<file path="config.mk">
export PLATFORM = sky130hd
export DESIGN_NAME = nn_scaler
export DESIGN_NICKNAME = d
export VERILOG_FILES = /design/src/rtl/nn_scaler_pkg.sv /design/src/rtl/nn_step_calc.sv /design/src/rtl/nn_size_check.sv /design/src/rtl/nn_line_buf.sv /design/src/rtl/nn_scaler.sv
export SDC_FILE = /design/constraint.sdc
export NUM_CORES = 2
export LEC_CHECK = 0
export BUFFER_PORTS_ARGS = -buffer_cell sky130_fd_sc_hd__buf_2
export CORE_MARGIN = 5
export CORE_UTILIZATION = 30
export DETAILED_ROUTE_END_ITERATION = 12
export PLACE_DENSITY = 0.47
export SKIP_LAST_GASP = 1
export SLEW_MARGIN = 20
export SYNTH_ARGS = -nofsm -noshare
export SYNTH_HDL_FRONTEND = slang
export SYNTH_SLANG_ARGS = --single-unit
</file>
<file path="constraint.sdc">
create_clock -name clk -period 81.6 [get_ports clk]
set_input_delay 4.08 -clock clk [delete_from_list [all_inputs] [get_ports clk]]
set_output_delay 4.08 -clock clk [all_outputs]
set_load 0.05 [all_outputs]
</file>
<file path="src/rtl/nn_scaler_pkg.sv">
`timescale 1ns/1ps
package nn_scaler_pkg;
    localparam int FRAC = 16;
    localparam int SW   = 16;

    localparam logic [2:0] ADDR_OUT_W  = 3'd0;
    localparam logic [2:0] ADDR_OUT_H  = 3'd1;
    localparam logic [2:0] ADDR_IN_W   = 3'd2;
    localparam logic [2:0] ADDR_IN_H   = 3'd3;
    localparam logic [2:0] ADDR_STATUS = 3'd4;

    localparam int STAT_BUSY_BIT = 0;
    localparam int STAT_ERR_BIT  = 1;

    typedef enum logic [1:0] {
        ST_IDLE    = 2'd0,
        ST_CAPTURE = 2'd1,
        ST_EMIT    = 2'd2
    } nn_state_e;
endpackage

</file>
<file path="src/rtl/nn_step_calc.sv">
`timescale 1ns/1ps
module nn_step_calc #(
    parameter bit ENABLE = 1'b1,
    parameter int SW     = 16,
    parameter int FRAC   = 16
) (
    input  logic [SW-1:0]      in_size,
    input  logic [SW-1:0]      req_size,
    output logic [SW-1:0]      eff_size,
    output logic [SW+FRAC-1:0] step
);
    localparam int ACC_W = SW + FRAC;
    localparam logic [ACC_W-1:0] UNIT = ACC_W'(1) << FRAC;

    generate
        if (ENABLE) begin : g_scale
            logic [ACC_W-1:0] num;
            logic [ACC_W-1:0] den;
            assign num      = {in_size, {FRAC{1'b0}}};
            assign den      = {{FRAC{1'b0}}, req_size};
            assign eff_size = req_size;
            assign step     = (req_size == '0) ? '0 : num / den;
        end else begin : g_bypass
            logic unused_req;
            assign unused_req = ^req_size;
            assign eff_size   = in_size;
            assign step       = UNIT;
        end
    endgenerate
endmodule

</file>
<file path="src/rtl/nn_size_check.sv">
`timescale 1ns/1ps
module nn_size_check #(
    parameter int SW        = 16,
    parameter int MAX_IN_W  = 64,
    parameter int MAX_OUT_W = 128,
    parameter int MIN_OUT_W = 1
) (
    input  logic [SW-1:0] in_w,
    input  logic [SW-1:0] in_h,
    input  logic [SW-1:0] out_w,
    input  logic [SW-1:0] out_h,
    input  logic [1:0]    fmt,
    output logic          bad
);
    always_comb begin
        bad = 1'b0;
        if (in_w == '0 || int'(in_w) > MAX_IN_W)                bad = 1'b1;
        if (in_h == '0)                                          bad = 1'b1;
        if (int'(out_w) < MIN_OUT_W || int'(out_w) > MAX_OUT_W) bad = 1'b1;
        if (out_w == '0 || out_h == '0)                          bad = 1'b1;
        if (fmt != 2'd0)                                         bad = 1'b1;
    end
endmodule

</file>
<file path="src/rtl/nn_line_buf.sv">
`timescale 1ns/1ps
module nn_line_buf #(
    parameter int DW    = 16,
    parameter int DEPTH = 64,
    localparam int AW   = $clog2(DEPTH)
) (
    input  logic          clk,
    input  logic          wr_en,
    input  logic [AW-1:0] wr_addr,
    input  logic [DW-1:0] wr_data,
    input  logic [AW-1:0] rd_addr,
    output logic [DW-1:0] rd_data
);
    logic [DW-1:0] mem [DEPTH];

    always_ff @(posedge clk) begin
        if (wr_en) mem[wr_addr] <= wr_data;
    end

    assign rd_data = mem[rd_addr];
endmodule

</file>
<file path="src/rtl/nn_scaler.sv">
`timescale 1ns/1ps
module nn_scaler
    import nn_scaler_pkg::*;
#(
    parameter int DW         = 16,
    parameter int MAX_IN_W   = 64,
    parameter int MAX_OUT_W  = 128,
    parameter int MIN_OUT_W  = 1,
    parameter bit H_SCALE_EN = 1'b1,
    parameter bit V_SCALE_EN = 1'b1,
    parameter int RST_OUT_W  = 16,
    parameter int RST_OUT_H  = 8,
    parameter int RST_IN_W   = 16,
    parameter int RST_IN_H   = 8
) (
    input  logic          clk,
    input  logic          rst_n,
    input  logic          reg_we,
    input  logic [2:0]    reg_addr,
    input  logic [15:0]   reg_wdata,
    output logic [15:0]   reg_rdata,
    input  logic          in_valid,
    output logic          in_ready,
    input  logic          in_sof,
    input  logic [1:0]    in_fmt,
    input  logic [DW-1:0] in_data,
    output logic          out_valid,
    output logic          out_sof,
    output logic          out_eol,
    output logic [DW-1:0] out_data
);
    localparam int AW    = $clog2(MAX_IN_W);
    localparam int ACC_W = SW + FRAC;

    typedef struct packed {
        nn_state_e        st;
        logic             err;
        logic [SW-1:0]    cfg_ow, cfg_oh, cfg_iw, cfg_ih;
        logic [SW-1:0]    act_iw, act_ih, act_ow, act_oh;
        logic [ACC_W-1:0] hstep, vstep, hacc, vacc;
        logic [SW-1:0]    col, cap_row, out_row, ocol;
        logic             ov, osof, oeol;
        logic [DW-1:0]    odata;
    } regs_t;

    regs_t r_q, r_d;

    logic [SW-1:0]    eff_ow, eff_oh;
    logic [ACC_W-1:0] hstep_w, vstep_w;
    logic             size_bad;
    logic             buf_we;
    logic [AW-1:0]    buf_wa;
    logic [DW-1:0]    buf_rd;
    logic             busy_w, err_w;
    logic             emit_now;

    nn_step_calc #(.ENABLE(H_SCALE_EN), .SW(SW), .FRAC(FRAC)) u_hstep (
        .in_size(r_q.cfg_iw), .req_size(r_q.cfg_ow), .eff_size(eff_ow), .step(hstep_w)
    );
    nn_step_calc #(.ENABLE(V_SCALE_EN), .SW(SW), .FRAC(FRAC)) u_vstep (
        .in_size(r_q.cfg_ih), .req_size(r_q.cfg_oh), .eff_size(eff_oh), .step(vstep_w)
    );
    nn_size_check #(.SW(SW), .MAX_IN_W(MAX_IN_W), .MAX_OUT_W(MAX_OUT_W),
                    .MIN_OUT_W(MIN_OUT_W)) u_chk_size (
        .in_w(r_q.cfg_iw), .in_h(r_q.cfg_ih), .out_w(eff_ow), .out_h(eff_oh),
        .fmt(in_fmt), .bad(size_bad)
    );
    nn_line_buf #(.DW(DW), .DEPTH(MAX_IN_W)) u_line (
        .clk(clk), .wr_en(buf_we), .wr_addr(buf_wa), .wr_data(in_data),
        .rd_addr(r_q.hacc[FRAC +: AW]), .rd_data(buf_rd)
    );

    assign emit_now = (r_q.out_row < r_q.act_oh) && (r_q.vacc[ACC_W-1:FRAC] == r_q.cap_row);

    always_comb begin
        r_d        = r_q;
        r_d.ov     = 1'b0;
        r_d.osof   = 1'b0;
        r_d.oeol   = 1'b0;
        buf_we     = 1'b0;
        buf_wa     = r_q.col[AW-1:0];

        if (reg_we) begin
            case (reg_addr)
                ADDR_OUT_W:  r_d.cfg_ow = reg_wdata;
                ADDR_OUT_H:  r_d.cfg_oh = reg_wdata;
                ADDR_IN_W:   r_d.cfg_iw = reg_wdata;
                ADDR_IN_H:   r_d.cfg_ih = reg_wdata;
                ADDR_STATUS: if (reg_wdata[STAT_ERR_BIT]) r_d.err = 1'b0;
                default: ;
            endcase
        end

        case (r_q.st)
            ST_IDLE: begin
                if (in_valid && in_sof && !r_q.err) begin
                    if (size_bad) begin
                        r_d.err = 1'b1;
                    end else begin
                        r_d.act_iw  = r_q.cfg_iw;
                        r_d.act_ih  = r_q.cfg_ih;
                        r_d.act_ow  = eff_ow;
                        r_d.act_oh  = eff_oh;
                        r_d.hstep   = hstep_w;
                        r_d.vstep   = vstep_w;
                        r_d.hacc    = '0;
                        r_d.vacc    = '0;
                        r_d.cap_row = '0;
                        r_d.out_row = '0;
                        r_d.ocol    = '0;
                        buf_we      = 1'b1;
                        buf_wa      = '0;
                        if (r_q.cfg_iw == SW'(1)) begin
                            r_d.col = '0;
                            r_d.st  = ST_EMIT;
                        end else begin
                            r_d.col = SW'(1);
                            r_d.st  = ST_CAPTURE;
                        end
                    end
                end
            end
            ST_CAPTURE: begin
                if (in_valid) begin
                    buf_we = 1'b1;
                    if (r_q.col == r_q.act_iw - SW'(1)) begin
                        r_d.col = '0;
                        r_d.st  = ST_EMIT;
                    end else begin
                        r_d.col = r_q.col + SW'(1);
                    end
                end
            end
            ST_EMIT: begin
                if (emit_now) begin
                    r_d.ov    = 1'b1;
                    r_d.odata = buf_rd;
                    r_d.osof  = (r_q.out_row == '0) && (r_q.ocol == '0);
                    r_d.oeol  = (r_q.ocol == r_q.act_ow - SW'(1));
                    if (r_q.ocol == r_q.act_ow - SW'(1)) begin
                        r_d.ocol    = '0;
                        r_d.hacc    = '0;
                        r_d.out_row = r_q.out_row + SW'(1);
                        r_d.vacc    = r_q.vacc + r_q.vstep;
                    end else begin
                        r_d.ocol = r_q.ocol + SW'(1);
                        r_d.hacc = r_q.hacc + r_q.hstep;
                    end
                end else if (r_q.cap_row == r_q.act_ih - SW'(1)) begin
                    r_d.st = ST_IDLE;
                end else begin
                    r_d.cap_row = r_q.cap_row + SW'(1);
                    r_d.st      = ST_CAPTURE;
                end
            end
            default: r_d.st = ST_IDLE;
        endcase
    end

    always_ff @(posedge clk) begin
        if (!rst_n) begin
            r_q        <= '0;
            r_q.cfg_ow <= SW'(RST_OUT_W);
            r_q.cfg_oh <= SW'(RST_OUT_H);
            r_q.cfg_iw <= SW'(RST_IN_W);
            r_q.cfg_ih <= SW'(RST_IN_H);
        end else begin
            r_q <= r_d;
        end
    end

    assign busy_w    = (r_q.st != ST_IDLE);
    assign err_w     = r_q.err;
    assign in_ready  = (r_q.st != ST_EMIT);
    assign out_valid = r_q.ov;
    assign out_sof   = r_q.osof;
    assign out_eol   = r_q.oeol;
    assign out_data  = r_q.odata;

    always_comb begin
        case (reg_addr)
            ADDR_OUT_W:  reg_rdata = r_q.cfg_ow;
            ADDR_OUT_H:  reg_rdata = r_q.cfg_oh;
            ADDR_IN_W:   reg_rdata = r_q.cfg_iw;
            ADDR_IN_H:   reg_rdata = r_q.cfg_ih;
            ADDR_STATUS: reg_rdata = {14'd0, err_w, busy_w};
            default:     reg_rdata = '0;
        endcase
    end
endmodule

</file>
# Word level (Yosys, flattened, before mapping)
# Memory sizes are Yosys's and may differ from the RTL's. A register that Yosys moved wholly into a read port is not among the register bits.
# Index checks and enable logic that the tools add are counted.
[word_totals]
word_cells = 144
input_bits = 42
mem_count = 1
register_bits = 342
output_inout_bits = 36
mem_bits_rw = 1024
[classes]
order_cmp = 4
addsub = 9
bitwise = 1
n_mux = 52
div_mod_pow = 2
reduce_logical = 33
eq_ne = 20
[mem_list]
columns = ["memory", "depth", "width", "rd", "rd_clocked_by_memory_dff", "wr", "line_no", "rtl"]
rows = [
  ["u_line.mem", 64, 16, 1, 1, 1, "nn_line_buf.sv:14", "logic [DW-1:0] mem [DEPTH];"],
]
[op_table]
columns = ["op", "count"]
rows = [
  ["two-way mux 128 bit", 2],
  ["two-way mux 16 bit", 10],
  ["two-way mux 32 bit", 4],
  ["one-hot mux 64 bit (2 select lines)", 1],
  ["logical NOT 16 bit", 6],
  ["one-hot mux 48 bit (2 select lines)", 1],
  ["one-hot mux 16 bit (5 select lines)", 1],
  ["two-way mux 65 bit", 1],
  ["adder 16 x 1 -> 16 bit, second input constant", 4],
  ["adder 32 bit", 2],
  ["divider 32 x 16 -> 32 bit", 2],
  ["equality test 16 bit", 4],
  ["two-way mux 64 bit", 1],
  ["two-way mux 51 bit", 1],
  ["subtractor 16 x 1 -> 16 bit, second input constant", 3],
  ["one-hot mux 16 bit (2 select lines)", 1],
  ["two-way mux 6 bit", 5],
  ["inequality test 2 bit, second input constant", 9],
  ["equality test 16 x 1 -> 1 bit, second input constant", 1],
  ["greater-than comparator 16 x 7 -> 1 bit, second input constant", 1],
  ["greater-than comparator 16 x 8 -> 1 bit, second input constant", 1],
  ["less-than comparator 16 x 1 -> 1 bit, second input constant", 1],
  ["less-than comparator 16 bit", 1],
  ["two-way mux 1 bit", 16],
  ["other kinds (20)", 42],
]

# Logic depth before layout (Yosys ltp)
[logic_depth]
word_depth = 12
mapped_depth = 470
depth_no_buf = 427

# Hierarchy
# A second synthesis with hierarchy kept.
[unflattened]
hier_cells = 11477
hier_area_um2 = 108099.9
[by_module_without_submodules]
columns = ["mod", "area_each_um2", "seq_area_each_um2", "cells_per_inst", "instances"]
rows = [
  ["nn_line_buf", 39721.8, 30749.5, 1813, 1],
  ["nn_step_calc (u_vstep)", 25694.6, 0.0, 3777, 1],
  ["nn_step_calc (u_hstep)", 25360.6, 0.0, 3716, 1],
  ["nn_scaler", 17147.7, 6446.2, 2146, 1],
  ["nn_size_check", 175.2, 0.0, 25, 1],
]

# Worst setup path before layout
# OpenSTA, ideal clock, no wires.
[synth_timing]
path_type = "register -> register"
from = "register r_q[307] in the netlist's numbering"
to = "register r_q[147] in the netlist's numbering"
setup_time_ps = 136
arrival_ps = 88039
path_stages_with_launch = 449
path_buffers = 49
setup_slack_ps = -6575
synth_period_minus_slack_ps = 88175
required_time_ps = 81464
path_cell_list = "dfxtp_1 -> clkbuf_1 -> inv_1 -> clkbuf_1 -> clkbuf_1 -> ha_1 -> nor2_1 -> nor3_1 -> nor2_1 -> a21oi_1 -> ha_1 -> o21a_1 -> a211oi_1 -> o21a_1 -> or2_2 -> ha_1 -> o211ai_1 -> a211o_1 -> [413 not listed] -> nand2b_1 -> nor2_1 -> o211a_1 -> or3b_1 -> nor4_4 -> buf_4 -> mux2_1 -> ha_1 -> a21o_1 -> a21o_1 -> a211oi_1 -> o31a_1 -> nor3_1 -> a21boi_0 -> a2111oi_0 -> nand4_1 -> and4b_1 -> a41oi_1"
[synth_via]
elab_chain_cells = 6
elab_cells_between_ends = 8
classes_between = "1 x div; 3 x mux; 1 x bitwise; 3 x reduce/logical"
[synth_lines]
columns = ["item", "line_no", "rtl"]
rows = [
  ["from (decl)", "nn_scaler.sv:46", "regs_t r_q, r_d;"],
  ["from (signal assigned)", "nn_scaler.sv:168", "r_q <= r_d;"],
  ["parallel branches: the longest is 6 deep, another holds divider 32 x 16 -> 32 bit", "-", ""],
]
# Several ways; the timed one is not identified.
# A chain may end at the register's enable or synchronous reset.

# Final worst setup path
[layout_timing]
from = "register r_q[316] in the netlist's numbering"
to = "register r_q[147] in the netlist's numbering"
# Same word-level chain as after synthesis.

==> flow_summary_export.csv <==
group,metric,value,unit
yosys,synth_common_cells,"edfxtp_1 (1024), nor2_1 (956), nand2_1 (945)",
final_layout,nets,13147,
yosys,synthDistinctLibCells,154,
yosys,synth_fa_ha_area_share,9.91,%
final_layout,syn_to_final_growth,24.4,%
critical_path,arrival,79.36,ns
global_route,grt_pass1_wl,560,mm
clock_network,cts.sinks,1352,
global_route,grt_max_degree,102,
final_layout,num-fill-cells,34826,
floorplan,boundaryPins,78,
yosys,synth-edff-count,1024,
placement,port_buffers,77,
yosys,synth_mux_area_share,10.3,%
drt,firstDrtPassIters,6,
final_layout,layout-drive-gt1-share,26.9,%
critical_path,slowest_stage,"or4_4",
yosys,yosysMostFrequentCell,"edfxtp_1",
clock_network,cts_buffers,144,
placement,routabilityCongestion,0.902,
yosys,syn_inst,10807,
yosys,async_flop_share,0,%
global_route,grt_pass1_vias,90361,
drt,vias,93004,
floorplan,die_w,604,um
yosys,synth_area,0.106,sq mm
global_route,antenna_found_initial,31,
clock_network,cts_hold_buf,0,
clock_network,clk_pin_slew,0.06,ns
yosys,ys_seq_area_share,35.3,%
timing,worst_pin_slew,1.13,ns
yosys,syn_area_per_cell,9.78,sq um
drt,drt-wirelength-per-cell,22.3,um
critical_path,crit_family,"compound AO/OA/AOI/OAI gates",
timing,final_hold_viol_count,0,
drt,drc,0,
clock_network,htreeDepth,4,
critical_path,worstSetupPathType,"reg -> reg",
critical_path,crit_buf_inv,27,
critical_path,crit_required,82.30,ns
yosys,synth_compound_area_share,19.3,%
final_layout,design_area,0.132,sq mm
yosys,synth_xor_area_share,5.15,%
yosys,netlist.area_leader.share,29.1,%
critical_path,path_common_cell,"o21a_1",
floorplan,start_util,30.0,%
outcome,outcome,"finished, final reports clean",
placement,place_area,0.121,sq mm
job,cap_violations,0,
yosys,yosysTopAreaCell,"edfxtp_1",
timing,timing.final.crit_share,96.4,%
critical_path,start_kind,"register",
yosys,ys.flop_type,"edfxtp_1",
critical_path,end_kind,"register",
yosys,ys_warn_count,0,
timing,setup_viol,0,
drt,drt_iter0_drc,6989,
clock_network,cts_tree,"done",
yosys,syn-num-nets,11684,
floorplan,row_count,218,
placement,dpl.cell_count,16533,
drt,drt_wl_total,379,mm
yosys,synthTopCellsByArea,"edfxtp_1 (29%), ha_1 (9.8%), mux4_2 (7.5%)",
timing,finClkSkew,0.0650,ns
drt,ant_nets,0,
clock_network,cts_root_buf,"clkbuf_16",
yosys,synth_top_family_by_area,"compound AO/OA/AOI/OAI gates",
final_layout,instances_no_fill,17030,
placement,hpwl,275,mm
global_route,grt-ovfl-total,0,
yosys,yosys.area_share.simple,17.0,%
floorplan,die_h,604,um
floorplan,coreArea,0.352,sq mm
min_path,hold_class,"reg -> reg",
timing,fin_crit,78.66,ns
clock_network,clock_tree.buffer_depth,3,
floorplan,dieArea,0.364,sq mm
timing,rsz0062_at_grt,"true",
global_route,gr-usage-all-layers,19.7,%
critical_path,critPathMaxStageDelay,0.58,ns
timing,maxSlewHeadroom,24.6,%
drt,vias_per_cell,5.46,
timing,slew_violations,0,
yosys,ys_seq_elements,1352,
final_layout,fin_util,37.4,%
clock_network,clk_latency,0.81,ns
critical_path,crit_fanout,15,
timing,fmax,12.7,MHz
metrics by stage:
step	worst slack (ns)	setup TNS, ns	hold WS, ns
floorplan	-0.0907	-0.0907	0.432
global placement	-0.678	-1.01	0.443
detailed placement	-1.50	-2.90	0.447
CTS	0.00475	0	0.455
global route	-1.02	-1.42	0.480
finish	2.94	0	0.453
flip-flops by register name, indices dropped and copies added, names as in the netlist, named ones only:
| name | count |
|---|---|
| u_line.mem | 1024 |
| r_q | 302 |
| out_data | 16 |
| err_w | 1 |
| out_eol | 1 |
| out_sof | 1 |
| out_valid | 1 |
worst reg2reg max path: cells and delay by family (launching register included):
kind,cells,cell delay [ns]
adders and majority gates,32,9.49
buffers and inverters,27,4.01
AOI/OAI and AO/OA,253,45.14
and+or+nand+nor,95,16.21
DFF,1,0.32
muxes,10,3.42
what timing repair did:
action	4_1_cts	5_1_grt
resized for setup	72	686
setup buffers	14	187
pin swaps	13	324
gates cloned	0	10
setup endpoints to repair	3	5
per-layer routing:
metal  part of all wire, %  vias to the layer above  GRT usage [%]
met2                    48                     1990           33.7
met3                   3.9                      448           1.74
met1                    45                    46290           26.7
met5                 0.015                        -              0
li1                      -                    44266              -
met4                   2.7                       10           5.01
kinds of logic after synthesis:
family / Yosys count
AO/OA/AOI/OAI: 3033
XOR/XNOR: 617
adder cells (fa/ha/maj): 835
buffers and inverters: 743
flip-flops: 1352
multiplexers: 627
AND/OR/NAND/NOR: 3600
layout make-up:
class | count | area [sq um] | share of cell area, %
diodes | 20 | 50.0 | 0.0381
repair buffers | 1749 | 13300 | 10.1
inverters | 308 | 1170 | 0.887
clock buffers | 184 | 3820 | 2.91
flip-flops and latches | 1352 | 37300 | 28.4
clock inverters | 82 | 1050 | 0.795
multi-input cells | 8715 | 69000 | 52.5
well taps | 4620 | 5780 | 4.39
path summary, 6_finish.rpt:
check | end | startpoint | slack, ns | depth (start not counted)
worst max-delay path | r_q[147] | r_q[316] | 2.94 | 417
worst min-delay path | r_q[212] | r_q[212] | 0.45 | 2
worst max register to register | r_q[147] | r_q[316] | 2.94 | 417
worst min register to register | r_q[212] | r_q[212] | 0.45 | 2
placed cells by master (no fill, tap or decap), types with 73 or more instances in the layout:
| cell | count |
|---|---|
| o21ai_1 | 74 |
| a21o_1 | 317 |
| o211ai_1 | 86 |
| ha_1 | 744 |
| and3_1 | 101 |
| nor3_1 | 317 |
| buf_2 | 73 |
| nor2_1 | 872 |
| a211oi_1 | 86 |
| nand4_1 | 145 |
| clkbuf_16 | 146 |
| o31ai_1 | 134 |
| nand2b_1 | 149 |
| nor2b_1 | 97 |
| nor4_1 | 75 |
| buf_4 | 1618 |
| or2_2 | 83 |
| or3_1 | 81 |
| nand3_1 | 201 |
| edfxtp_1 | 1024 |
| dfxtp_1 | 322 |
| a31oi_1 | 74 |
| o21a_1 | 327 |
| xnor2_1 | 411 |
| a21oi_1 | 724 |
| o21ai_0 | 390 |
| mux2i_1 | 81 |
| a21oi_2 | 79 |
| nand2_1 | 927 |
| and2_1 | 105 |
| o21bai_1 | 84 |
| inv_1 | 290 |
| mux4_2 | 350 |
| mux2_2 | 149 |
| xor2_1 | 201 |
Power is not shown: default switching activity piles up to over one toggle a cycle in this logic, so the estimate is an artifact.
